`config.mk`:
```
export PLATFORM = sky130hd
export DESIGN_NAME = clk_div_channel
export DESIGN_NICKNAME = d
export VERILOG_FILES = /design/src/rtl/clk_div_pkg.sv /design/src/rtl/clk_div_ctrl.sv /design/src/rtl/clk_div_path.sv /design/src/rtl/clk_div_channel.sv
export SDC_FILE = /design/constraint.sdc
export NUM_CORES = 1
export LEC_CHECK = 0
export ABC_AREA = 1
export BUFFER_PORTS_ARGS = -buffer_cell sky130_fd_sc_hd__buf_2
export CORE_ASPECT_RATIO = 1.5
export CORE_MARGIN = 2
export CORE_UTILIZATION = 35
export CTS_CLUSTER_DIAMETER = 100
export DETAILED_ROUTE_END_ITERATION = 7
export PLACE_DENSITY_LB_ADDON = 0.2
export SETUP_SLACK_MARGIN = 0.02
export SLEW_MARGIN = 25
export SYNTH_ARGS = -nofsm -noshare
export SYNTH_HDL_FRONTEND = slang
export SYNTH_HIERARCHICAL = 1
export SYNTH_SLANG_ARGS = --single-unit
```
`constraint.sdc`:
```
create_clock -name clkIn -period 1.4 [get_ports clkIn]
set_input_delay 0.28 -clock clkIn [delete_from_list [all_inputs] [get_ports clkIn]]
set_output_delay 0.28 -clock clkIn [all_outputs]
set_load 0.02 [all_outputs]
```
`src/rtl/clk_div_pkg.sv`:
```
package clk_div_pkg;

  typedef struct packed {
    logic holdLoad;   // clear counters, load start level
    logic offsetRun;  // phase-offset countdown in progress
    logic countRun;   // phase counters advance
  } divStrobe_t;

  typedef enum logic [1:0] {
    SRC_EXT = 2'b00,
    SRC_DIV = 2'b01,
    SRC_VCO = 2'b10,
    SRC_RSV = 2'b11
  } routeSrc_t;

endpackage

```
`src/rtl/clk_div_ctrl.sv`:
```
module clk_div_ctrl
  import clk_div_pkg::*;
#(
  parameter int OFF_W = 4
) (
  input  logic             clkIn,
  input  logic             rstN,
  input  logic             syncReq,
  input  logic             ignoreSync,
  input  logic             powerDown,
  input  logic [OFF_W-1:0] phaseOffset,
  output divStrobe_t       strobes
);

  logic [OFF_W-1:0] offCnt;
  logic             holdNow;

  assign holdNow = powerDown | (syncReq & ~ignoreSync);

  always_ff @(posedge clkIn or negedge rstN) begin
    if (!rstN) begin
      offCnt <= '0;
    end else if (holdNow) begin
      offCnt <= phaseOffset;
    end else if (offCnt != '0) begin
      offCnt <= offCnt - 1'b1;
    end
  end

  always_comb begin
    strobes.holdLoad  = holdNow;
    strobes.offsetRun = !holdNow && (offCnt != '0);
    strobes.countRun  = !holdNow && (offCnt == '0);
  end

  AST_OFFSET_DEC: assert property (@(posedge clkIn) disable iff (!rstN)
    strobes.offsetRun |=> offCnt == $past(offCnt) - 1'b1);

  AST_STROBE_EXCL: assert property (@(posedge clkIn) disable iff (!rstN)
    $onehot({strobes.holdLoad, strobes.offsetRun, strobes.countRun}));

endmodule

```
`src/rtl/clk_div_path.sv`:
```
module clk_div_path
  import clk_div_pkg::*;
#(
  parameter int CNT_W   = 4,
  parameter bit HAS_DCC = 1'b1
) (
  input  logic             clkIn,
  input  logic             rstN,
  input  divStrobe_t       strobes,
  input  logic             startHigh,
  input  logic [CNT_W-1:0] highCount,
  input  logic [CNT_W-1:0] lowCount,
  input  logic             dccOn,
  output logic             levelOut,
  output logic             pathOut
);

  logic [CNT_W-1:0] cnt;
  logic             levelReg;
  logic [CNT_W-1:0] limit;
  logic             stretch;

  assign limit = levelReg ? highCount : lowCount;

  always_ff @(posedge clkIn or negedge rstN) begin
    if (!rstN) begin
      levelReg <= 1'b0;
      cnt      <= '0;
    end else if (strobes.holdLoad) begin
      levelReg <= startHigh;
      cnt      <= '0;
    end else if (strobes.countRun) begin
      if (cnt >= limit) begin
        levelReg <= ~levelReg;
        cnt      <= '0;
      end else begin
        cnt <= cnt + 1'b1;
      end
    end
  end

  generate
    if (HAS_DCC) begin : gDcc
      logic lateLevel;
      always_ff @(negedge clkIn or negedge rstN) begin
        if (!rstN) lateLevel <= 1'b0;
        else       lateLevel <= levelReg;
      end
      assign stretch = dccOn & lateLevel;
    end else begin : gNoDcc
      assign stretch = 1'b0;
    end
  endgenerate

  assign levelOut = levelReg;
  assign pathOut  = levelReg | stretch;

  AST_OFFSET_FREEZE: assert property (@(posedge clkIn) disable iff (!rstN)
    strobes.offsetRun |=> $stable(levelReg));

  AST_HOLD_CLEAR: assert property (@(posedge clkIn) disable iff (!rstN)
    strobes.holdLoad |=> cnt == '0);

endmodule

```
`src/rtl/clk_div_channel.sv`:
```
module clk_div_channel
  import clk_div_pkg::*;
#(
  parameter int CNT_W   = 4,
  parameter int OFF_W   = 4,
  parameter bit HAS_DCC = 1'b1
) (
  input  logic             clkIn,
  input  logic             rstN,
  input  logic             syncReq,
  input  logic             vcoClk,
  input  logic             extClk,
  input  logic [CNT_W-1:0] lowCount,
  input  logic [CNT_W-1:0] highCount,
  input  logic [OFF_W-1:0] phaseOffset,
  input  logic             startHigh,
  input  logic             ignoreSync,
  input  logic             forceHigh,
  input  logic             bypassEn,
  input  logic             directEn,
  input  logic [1:0]       routeSel,
  input  logic             dccDisable,
  input  logic             powerDown,
  output logic             divOut
);

  localparam int CW1 = CNT_W + 1;

  divStrobe_t strobes;
  logic       dccOn;
  logic       pathLevel;
  logic       pathOut;
  logic       directVco;
  logic       directExt;
  logic       forceOn;
  routeSrc_t  srcSel;

  assign srcSel  = routeSrc_t'(routeSel);
  assign dccOn   = !dccDisable &&
                   ({1'b0, lowCount} == ({1'b0, highCount} + CW1'(1)));
  assign directVco = directEn && (srcSel == SRC_VCO);
  assign directExt = directEn && (srcSel == SRC_EXT);
  assign forceOn   = ignoreSync && forceHigh;

  clk_div_ctrl #(.OFF_W(OFF_W)) uCtrl (
    .clkIn       (clkIn),
    .rstN        (rstN),
    .syncReq     (syncReq),
    .ignoreSync  (ignoreSync),
    .powerDown   (powerDown),
    .phaseOffset (phaseOffset),
    .strobes     (strobes)
  );

  clk_div_path #(.CNT_W(CNT_W), .HAS_DCC(HAS_DCC)) uPath (
    .clkIn     (clkIn),
    .rstN      (rstN),
    .strobes   (strobes),
    .startHigh (startHigh),
    .highCount (highCount),
    .lowCount  (lowCount),
    .dccOn     (dccOn),
    .levelOut  (pathLevel),
    .pathOut   (pathOut)
  );

  always_comb begin
    if (powerDown)      divOut = 1'b0;
    else if (directVco) divOut = vcoClk;
    else if (directExt) divOut = extClk;
    else if (bypassEn)  divOut = clkIn;
    else if (forceOn)   divOut = 1'b1;
    else                divOut = pathOut;
  end

  AST_PWRDN_LOW: assert property (@(posedge clkIn) disable iff (!rstN)
    powerDown |-> !divOut);

  AST_FORCE_STATIC: assert property (@(posedge clkIn) disable iff (!rstN)
    (forceOn && !powerDown && !directEn && !bypassEn) |-> divOut);

  AST_SYNC_START: assert property (@(posedge clkIn) disable iff (!rstN)
    (syncReq && !ignoreSync) |=> pathLevel == $past(startHigh));

endmodule

```
* Yosys cells after proc, flatten, opt, wreduce, memory -nomap -nowiden *
Cells that the tools add are included.

storage, ports and cells
  register bits after elaboration = 10
  input bits = 26
  output and inout port bits = 1
  word-level logic and storage cells = 44

operators by class
  add/subtract/negate cells = 3
  magnitude comparators = 1
  equal/unequal tests = 2
  muxes and demuxes = 14
  bitwise logic cells = 6
  reduce and logical (&&, ||, !) cells = 14

operators by type and width
  kind                 number
  $mux 4               6
  $mux 1               8
  $reduce_bool 2->1    3
  $add 4x1->5 const B  1
  $eq 4x5->1           1
  $logic_and 1x1->1    5
  $add 4x1->4 const B  1
  $ge 4x4->1           1
  $logic_not 4->1      1
  $reduce_bool 4->1    1
  $sub 4x1->4 const B  1
  $and 1x1->1          2
  $eq 2x2->1 const B   1
  $logic_not 1->1      2
  $logic_not 2->1      1
  $not 1->1            2
  $or 1x1->1           2
  $reduce_and 2->1     1

* Logic depth before layout (Yosys ltp) *
Gate-level depths: netlist of the first run.

  depth after elaboration = 10
  mapped depth = 14
  depth with buffers taken out = 14

* By module *
The synthesis of the first run kept the hierarchy.

modules (own cells, without submodules)
  module           instances  cells an instance  area each (µm²)  seq. area each (µm²)
  clk_div_path     1          56                 437.9            150.1
  clk_div_ctrl     1          45                 311.5            100.1
  clk_div_channel  1          45                 205.2            0.0

==> results.py, run 1 <==
metrics = {
    "run_status": {
        "status": "finished with violations",
        "violations": "negative setup slack",
    },
    "pwr": {
        "p_comb_frac": 0.366,
        "ir_drop_mv": 0.5954,
        "p_sw_mw": 0.4146,
        "power_density_nw_per_um2": 906.0,
        "total_power_mw": 1.195,
        "p_sw_frac": 0.3470,
        "pwr-share-seq": 0.318,
        "p_leak_nw": 0.7766,
        "intPower_mw": 0.7802,
        "clock_power_share": 0.315,
    },
    "grt": {
        "overflow": 0,
        "antenna_found_initial": 0,
        "grt_pass1_vias": 983,
        "grt_first_pass_wirelength_um": 3815,
        "grt_util_all_layers": 0.1730,
        "grt_max_degree": 10,
    },
    "place": {
        "dp_hpwl_um": 1861,
        "dp_cells": 224,
        "gp_congestion": 0.8213,
        "port-buffer-count": 26,
    },
    "setup_path": {
        "start_kind": "flip-flop",
        "ff2ff_path_depth": 13,
        "rr_startpoint": "uPath/levelOut",
        "critPathKind": "reg2out",
        "rr_endpoint": "uPath/levelOut",
        "cp.required_ns": 1.12,
        "crit_arrival_ns": 1.90,
        "crit_fanout": 1,
        "endpoint_kind": "output pin",
        "r2r_slack_ns": -0.20,
    },
    "logic_synthesis": {
        "yosysUniqueCellTypes": 23,
        "netlist_instances": 146,
        "synth_area_sq_um": 954.7,
        "synth_area_per_cell_sq_um": 6.539,
        "yosys_warnings": 6,
        "synth_nets": 180,
        "ys_seq_area_frac": 0.2621,
        "synth_seq_cells": 10,
    },
    "run": {
        "drv_cap": 0,
    },
    "cells_and_area": {
        "drive_gt1_frac": 0.3177,
        "fin_nets": 227,
        "area_delta_synth_final_pct": 38.14,
        "diodes": 0,
        "instances_no_fill": 229,
    },
    "cts": {
        "clk_pin_slew_ns": 0.05,
        "cts-buffers-inserted": 3,
        "clockBufferDepth": 2,
        "h-tree-depth": 1,
        "cts_setup_buffers": 0,
        "insertion_delay_ns": 0.26,
        "root_buffer": "clkbuf_8",
        "cts_tree": "built",
    },
    "sta": {
        "drv_slew": 0,
        "hold_viol": 0,
        "rsz0062_at_grt": "true",
        "skew_ns": 0.01889,
        "whs_ns": 0.2381,
        "worst_slew_pin_slew_ns": 0.3061,
        "slew-limit-headroom": 0.7960,
        "setup_viol": 7,
        "setup_slack_ns": -0.7825,
    },
    "routing": {
        "drc": 0,
        "drt_wl_total_um": 2141,
        "first_iter_violations": 13,
        "wire_per_inst_um": 9.349,
        "vias_per_cell": 4.323,
        "first_pass_iters": 2,
        "ant_nets": 0,
        "via_count": 990,
    },
    "worst_hold_path": {
        "whs_path_depth": 3,
        "hp-start": "phaseOffset[3]",
        "min_path_type": "in2reg",
        "holdPathEnd": "uCtrl/offCnt[3]",
    },
    "floorplanning": {
        "chipHeight_um": 67.97,
        "core_area_sq_um": 2648,
        "num_rows": 23,
        "io-pin-count": 27,
        "initial_core_util": 0.3606,
        "die_w_um": 46.64,
        "dieArea_sq_um": 3170,
    },
}
==> synth_stat cells (all sizes together) <==
| cell | instances | area share |
|---|---|---|
| a21oi | 4 | 0.021 |
| buf | 2 | 0.013 |
| dfrtn | 1 | 0.026 |
| dfrtp | 9 | 0.24 |
| ha | 8 | 0.10 |
| inv | 25 | 0.10 |
| mux2i | 3 | 0.031 |
| nand2 | 60 | 0.25 |
| nand3 | 8 | 0.042 |
| nand3b | 2 | 0.016 |
| nor2 | 14 | 0.079 |
| nor3 | 1 | 0.010 |
| o211ai | 1 | 0.0079 |
| o21ai | 4 | 0.021 |
| xnor2 | 3 | 0.028 |
| xor2 | 1 | 0.0092 |
==> worst max-delay path, stage by stage, from the launching register on <==
cell	delay, ns
dfrtn_1	0.38
nand2_1	0.04
nand2_1	0.05
nor2_1	0.04
nand2_1	0.05
nand3b_1	0.11
a21oi_4	0.14
buf_6	0.13
==> how the worst max path moves through the flow <==
| stage | start | endpoint | slack, ns |
|---|---|---|---|
| 3_3_place_gp | uPath/gDcc.lateLevel | divOut | -0.51 |
| 5_1_grt | uPath/gDcc.lateLevel | divOut | -0.87 |
| 2_1_floorplan | uPath/gDcc.lateLevel | divOut | -0.42 |
| 4_1_cts | uPath/gDcc.lateLevel | divOut | -0.79 |
| 6_report | uPath/gDcc.lateLevel | divOut | -0.78 |
| 3_5_place_dp | highCount[0] | divOut | -0.54 |
==> timing repair <==
| action | CTS | global route |
|---|---|---|
| resized for setup | 2 | 0 |
| setup endpoints to repair | 7 | 8 |
| hold buffers | 1 | 0 |
| hold endpoints to repair | 9 | 0 |
| pin swaps | 0 | 0 |
==> state kept, by name (all words and copies together), names as in the netlist <==
name	cells
uCtrl/offCnt	4
uPath/cnt	4
uPath/gDcc.lateLevel	1
uPath/levelOut	1
==> area by class of cell <==
cell class	count	area (sq um)
multi-input combinational	109	606.8
sequential	10	250.2
clock buffer	5	56.30
timing repair buffer	43	262.8
tap	37	46.29
fill	283	1329
clock inverter	1	3.754
inverter	24	92.59
==> cells in the final DEF, fill, tap and decap left out, types with 3 or more instances in the layout <==
master	n
nand2_1	55
buf_2	25
inv_1	22
buf_4	17
nor2_1	9
dfrtp_1	9
nand3_1	8
ha_1	8
nand2_2	4
o21ai_0	4
xnor2_1	3
nor2_2	3
clkbuf_8	3
a21oi_1	3
mux2i_1	3
==> power groups by stage <==
stage	registers (mW)	clock network (mW)	logic (mW)
3_3_place_gp	0.383	0.0519	0.428
2_1_floorplan	0.365	0.0469	0.293
6_report	0.380	0.377	0.438
4_1_cts	0.381	0.391	0.449
3_5_place_dp	0.385	0.0519	0.445
5_1_grt	0.387	0.410	0.512
==> metrics by stage <==
step | instance area [sq um] | setup slack, ns | TNS (ns) | util
6_report | 1319 | -0.7825 | -1.572 | 0.4981
5_1_grt | 1319 | -0.8697 | -2.459 | 0.4981
4_1_cts | 1319 | -0.7931 | -1.762 | 0.4981
3_5_place_dp | 1257 | -0.5389 | -1.423 | 0.4750
3_3_place_gp | 1257 | -0.5112 | -1.320 | 0.4750
2_1_floorplan | 972.2 | -0.4236 | -0.4236 | -
==> kinds of logic (layout without fill, tap and decap cells) <==
group                      count (synthesis)  count (layout)  share of synthesized area
xor gates and xnor gates                   4               4                    0.03670
adders and majority gates                  8               8                     0.1049
and+or+nand+nor                           85              85                     0.4010
AOI/OAI and AO/OA                          9               9                    0.04981
buffers and inverters                     27              73                     0.1140
DFF                                       10              10                     0.2621
muxes                                      3               3                    0.03146
==> routing by layer <==
metal | global-route usage | routed length [um]
met3 | 0.03166 | 68
met5 | 0 | 0
met4 | 0.1181 | 65
met2 | 0.3281 | 1242
met1 | 0.1545 | 765
(Power assumes the default switching activity.)
==> run 2: changes to the inputs <==
SYNTH_HIERARCHICAL = unset   (was 1)
==> run 2 against run 1 <==
The flow still finishes with violations (negative setup slack). Final area shrank 6.4%. Critical path type unchanged. First-iteration DRC count grew 15%. Sequential cell count unchanged. Cell count decreased by 15%. Largest power group unchanged. Synthesized area decreased by 11%. Synthesized cell count down 14%. Clock power down 21%.
==> results.py, run 2 <==
metrics = {
    "logic_synthesis": {
        "yosysUniqueCellTypes": 22,
        "synth_ff_type": "dfrtp_1",
        "netlist_instances": 125,
        "synth_area_per_cell_sq_um": 6.827,
        "synth_edf_count": 0,
        "synth_area_sq_um": 853.3,
        "ys_seq_area_frac": 0.2933,
        "synth_seq_cells": 10,
        "yosysMostFrequentCell": "nand2_1",
        "synthTopCellsByArea": "dfrtp_1, nand2_1, inv_1",
        "synth_top_area_share": 0.2639,
        "synthArstFlopShare": 1.000,
        "yosys.area.top_type": "dfrtp_1",
        "yosys_warnings": 0,
        "synth_nets": 158,
        "netlist_top_cells_count": "nand2_1, inv_1, nand3_1",
    },
    "sta": {
        "tns_ns": -2.303,
        "slew-limit-headroom": 0.7597,
        "rsz0062_at_grt": "true",
        "worst_slew_pin_slew_ns": 0.3566,
        "setup_viol": 7,
        "drv_slew": 0,
        "setup_slack_ns": -0.9867,
        "hold_viol": 0,
        "skew_ns": 0.01039,
        "whs_ns": 0.1916,
    },
    "routing": {
        "first_iter_violations": 15,
        "vias_per_cell": 4.867,
        "wire_per_inst_um": 11.29,
        "drc": 0,
        "via_count": 949,
        "ant_nets": 0,
        "first_pass_iters": 2,
        "drt_wl_total_um": 2202,
    },
    "setup_path": {
        "start_kind": "flip-flop",
        "r2r_slack_ns": -0.32,
        "rr_endpoint": "uPath.levelOut",
        "crit_arrival_ns": 2.11,
        "cp.required_ns": 1.12,
        "endpoint_kind": "output pin",
        "crit_fanout": 1,
        "critPathKind": "reg2out",
        "ff2ff_path_depth": 10,
        "rr_startpoint": "uPath.levelOut",
    },
    "grt": {
        "grt_util_all_layers": 0.1724,
        "antenna_found_initial": 0,
        "grt_first_pass_wirelength_um": 3670,
        "overflow": 0,
        "grt_max_degree": 10,
        "grt_pass1_vias": 975,
    },
    "worst_hold_path": {
        "hp-start": "phaseOffset[3]",
        "whs_path_depth": 3,
        "holdPathEnd": "uCtrl.offCnt[3]",
        "min_path_type": "in2reg",
    },
    "cts": {
        "cts_tree": "built",
        "root_buffer": "clkbuf_4",
        "clockBufferDepth": 2,
        "clk_pin_slew_ns": 0.08,
        "cts-buffers-inserted": 3,
        "h-tree-depth": 1,
        "insertion_delay_ns": 0.29,
    },
    "place": {
        "dp_slack_ns": -0.7135,
        "gp_congestion": 0.8456,
        "dp_hpwl_um": 1738,
        "placed_area_sq_um": 1142,
        "dp_cells": 188,
        "port-buffer-count": 26,
    },
    "cells_and_area": {
        "final_common_cell": "nand2_1",
        "drive_gt1_frac": 0.3837,
        "area_delta_synth_final_pct": 44.72,
        "fin_nets": 206,
        "fin_area_sq_um": 1235,
        "instances_no_fill": 195,
        "final_cell_mix": "nand2_1, inv_1, buf_2, buf_4, nand3_1",
        "diodes": 0,
        "final_util": 0.5465,
        "reg_top3": "uCtrl.offCnt: 4 flops, uPath.cnt: 4 flops",
    },
    "floorplanning": {
        "dieArea_sq_um": 2857,
        "core_area_sq_um": 2260,
        "chipHeight_um": 64.48,
        "initial_core_util": 0.3776,
        "die_w_um": 44.32,
        "io-pin-count": 27,
        "num_rows": 21,
    },
    "run_status": {
        "status": "finished with violations",
        "violations": "negative setup slack",
    },
    "pwr": {
        "power_density_nw_per_um2": 887.5,
        "p_leak_nw": 0.7188,
        "ir_drop_mv": 0.4890,
        "total_power_mw": 1.096,
    },
    "run": {
        "drv_cap": 0,
    },
}
run 2: critical path, cell delays in order, from the launching register on:
cell and delay, ns:
dfrtn_1 0.39, inv_1 0.03, nor2_1 0.08, nand3_1 0.07, nor2_1 0.10, nand3_1 0.08, nand2_1 0.07, nand2_2 0.06
a21oi_4 0.12, buf_6 0.13
run 2: power by group:
| group | internal (mW) | switching [mW] |
|---|---|---|
| registers | 0.327 | 0.0264 |
| clock network | 0.137 | 0.161 |
| logic | 0.220 | 0.224 |
| total | 0.684 | 0.412 |
run 2: cell families after synthesis:
family / share of synthesized area
buffers and inverters: 0.1202
xor gates and xnor gates: 0.04106
adders and majority gates: 0.1026
AOI/OAI and AO/OA: 0.1393
and+or+nand+nor: 0.3035
DFF: 0.2933
run 2: layout make-up:
type / instances / area (sq um)
Clock buffer: 4 / 33.78
Clock inverter: 2 / 7.507
Fill cell: 249 / 1025
Inverter: 25 / 96.34
Multi-Input combinational cell: 88 / 543.0
Sequential cell: 10 / 251.5
Tap cell: 23 / 28.78
Timing Repair Buffer: 43 / 274.0
run 2: repair_timing:
action,CTS,global route
endpoints found under the setup margin,8,9
hold endpoints to repair,9,0
gates resized for setup,8,8
pin swaps,1,4
buffers inserted,2,0
hold buffers,1,0
run 2: per-layer routing:
layer  global-route usage  share of wire
met3              0.03064          0.037
met5                    0              0
met2               0.3272           0.57
met1               0.1687           0.38
met4              0.08333          0.017
run 2: worst max-delay path by stage:
stage                        end  slack, ns  cells past startpoint                  from
final                     divOut      -0.99                      9  uPath.gDcc.lateLevel
after global routing      divOut      -1.13                      9  uPath.gDcc.lateLevel
after CTS                 divOut       -1.0                      9  uPath.gDcc.lateLevel
after detailed placement  divOut      -0.71                      9  uPath.gDcc.lateLevel
after global placement    divOut      -0.68                      9  uPath.gDcc.lateLevel
after floorplan           divOut      -0.59                      8  uPath.gDcc.lateLevel
==> run 3: changes to the inputs <==
ABC_AREA = 0   (was 1)
==> run 3 against run 2 <==
The run still ends with negative setup slack left. Clock-buffer cell count grew 6. Sequential cell count is the same. Routed wire length grew 28%. Core utilization grew 15 points. Register-to-register slack lost 0.18 ns. Final area grew 27%. Largest cell class unchanged.
==> results.py, run 3 <==
metrics = {
    "sta": {
        "tns_ns": -3.017,
        "setup_viol": 13,
        "rsz0062_at_grt": "true",
        "skew_ns": 0.1316,
        "worst_slew_pin_slew_ns": 0.5052,
        "slew-limit-headroom": 0.6585,
        "hold_viol": 0,
        "setup_slack_ns": -0.7285,
        "drv_slew": 0,
    },
    "logic_synthesis": {
        "yosys.area.top_type": "dfrtp_1",
        "muxShareOfSynthArea": 0.06012,
        "synth-simple-area-share": 0.2361,
        "synth_area_sq_um": 853.3,
        "synthXorXnorAreaFrac": 0.05132,
        "synthTopCellsByArea": "dfrtp_1, ha_1, o211ai_1",
        "yosysUniqueCellTypes": 38,
        "synth_seq_cells": 10,
        "synthArstFlopShare": 1.000,
        "ys_seq_area_frac": 0.2933,
        "synth_fa_ha_area_frac": 0.1026,
        "netlist_instances": 95,
        "synth_area_per_cell_sq_um": 8.982,
        "synth_top_family_by_area": "simple AND/OR/NAND/NOR gates",
        "synth_edf_count": 0,
        "synth_top_area_share": 0.2639,
        "yosys_warnings": 0,
        "synth_ff_type": "dfrtp_1",
        "synth_nets": 128,
        "netlist_top_cells_count": "dfrtp_1, nand2_1, ha_1",
        "synth_compound_area_frac": 0.2155,
    },
    "run_status": {
        "violations": "negative setup slack",
        "status": "finished with violations",
    },
    "setup_path": {
        "endpoint_kind": "output pin",
        "critPathKind": "reg2out",
        "crit_buf_inv": 1,
        "r2r_slack_ns": -0.50,
        "crit_fanout": 1,
        "crit_arrival_ns": 1.85,
        "cp.required_ns": 1.12,
        "cp_cell_sequence": "nand4b_1, o31ai_4, buf_6",
        "ff2ff_path_depth": 7,
        "startpoint": "uPath.gDcc.lateLevel",
        "cp_top_family": "flip-flops",
        "start_kind": "flip-flop",
        "rr_endpoint": "uPath.levelOut",
        "cp_slowest_cell": "dfrtn_1",
        "crit_path_max_incr_delay_ns": 0.38,
        "rr_startpoint": "uPath.levelOut",
    },
    "pwr": {
        "p_comb_frac": 0.340,
        "ir_drop_mv": 0.6015,
        "p_sw_mw": 0.5039,
        "pwr-share-seq": 0.227,
        "clock_power_share": 0.433,
        "p_sw_frac": 0.3388,
        "intPower_mw": 0.9837,
        "p_leak_nw": 0.7128,
        "power_density_nw_per_um2": 950.4,
        "total_power_mw": 1.488,
    },
    "cells_and_area": {
        "reg_top3": "uCtrl.offCnt: 4 flops, uPath.cnt: 4 flops",
        "fin_nets": 189,
        "area_delta_synth_final_pct": 83.43,
        "final_cell_mix": "buf_4, buf_2, nand2_1, buf_6, dfrtp_1",
        "drive_gt1_frac": 0.5577,
        "diodes": 0,
        "fin_area_sq_um": 1565,
        "instances_no_fill": 179,
        "final_common_cell": "buf_4",
        "fillers": 158,
    },
    "grt": {
        "grt_util_all_layers": 0.2143,
        "antenna_found_initial": 0,
        "grt_max_degree": 10,
        "grt_pass1_vias": 1085,
        "grt_first_pass_wirelength_um": 4374,
        "overflow": 0,
    },
    "routing": {
        "first_iter_violations": 8,
        "vias_per_cell": 5.480,
        "drt_wl_total_um": 2810,
        "via_count": 981,
        "first_pass_iters": 4,
        "wire_per_inst_um": 15.70,
        "ant_nets": 0,
        "drc": 0,
    },
    "floorplanning": {
        "dieArea_sq_um": 2857,
        "die_w_um": 44.32,
        "initial_core_util": 0.3776,
        "io-pin-count": 27,
        "core_area_sq_um": 2260,
        "num_rows": 21,
        "chipHeight_um": 64.48,
    },
    "place": {
        "port-buffer-count": 26,
        "dp_slack_ns": -0.5251,
        "dp_hpwl_um": 1862,
        "gp_congestion": 0.7844,
        "dp_cells": 164,
        "placed_area_sq_um": 1237,
    },
    "worst_hold_path": {
        "hp-start": "phaseOffset[0]",
        "min_path_type": "in2reg",
        "whs_path_depth": 3,
        "holdPathEnd": "uCtrl.offCnt[0]",
    },
    "cts": {
        "cts_tree": "built",
        "clk_pin_slew_ns": 0.08,
        "insertion_delay_ns": 0.37,
    },
    "run": {
        "drv_cap": 0,
    },
}
## run 3: cells by family (layout without fill, tap and decap cells)
kind of cell | count (synthesis) | after routing
flops | 10 | 10
compound gates | 25 | 25
mux | 5 | 5
buf+inv | 9 | 70
xor+xnor | 5 | 5
fa+ha+maj | 7 | 7
simple gates | 34 | 34
## run 3: per-stage QoR
| step | hold slack, ns | utilization |
|---|---|---|
| detailed placement | 0.2634 | 0.5476 |
| CTS | 0.1319 | 0.6628 |
| finish | 0.1182 | 0.6927 |
| floorplan | -0.01559 | - |
| global route | 0.1382 | 0.6927 |
| global placement | 0.2619 | 0.5476 |
## run 3: worst max path at each step
stage	depth (start not counted)	to
after floorplan	7	uPath.cnt[3]
after global placement	8	uPath.cnt[2]
after detailed placement	7	uPath.cnt[2]
after CTS	3	divOut
after global routing	3	divOut
final	3	divOut
## run 3: tightest hold or removal path: stages
cell	delay [ns]
buf_2	0.07
nand2_1	0.04
o21ai_1	0.06
## run 3: area by class of cell
type | count | area (sq um) | share of cell area
Multi-Input combinational cell | 76 | 753.2 | 0.4812
Timing Repair Buffer | 53 | 410.4 | 0.2622
Sequential cell | 10 | 250.2 | 0.1599
Clock buffer | 10 | 93.84 | 0.05995
Tap cell | 23 | 28.78 | 0.01839
Inverter | 5 | 18.77 | 0.01199
Clock inverter | 2 | 10.01 | 0.006395
## run 3: timing repair
item | CTS | global route
setup endpoints to repair | 14 | 15
hold endpoints to repair | 8 | 0
cloned | 0 | 0
hold buffers | 1 | 0
resized for setup | 34 | 10
setup buffers | 4 | 2
pin swaps | 9 | 5
## run 3: power groups by stage
stage / Clock [mW] / Combinational (mW) / Sequential (mW)
CTS: 0.638 / 0.464 / 0.337
floorplan: 0.0498 / 0.235 / 0.339
finish: 0.645 / 0.506 / 0.337
detailed placement: 0.0553 / 0.401 / 0.340
global placement: 0.0553 / 0.390 / 0.338
global route: 0.680 / 0.555 / 0.340
## run 3: routing by layer
metal | share of wire | routed length, um | GRT usage
met2 | 0.57 | 1593 | 0.3805
met1 | 0.33 | 939 | 0.1861
met5 | 0 | 0 | 0
met4 | 0.041 | 114 | 0.1705
met3 | 0.058 | 162 | 0.06685
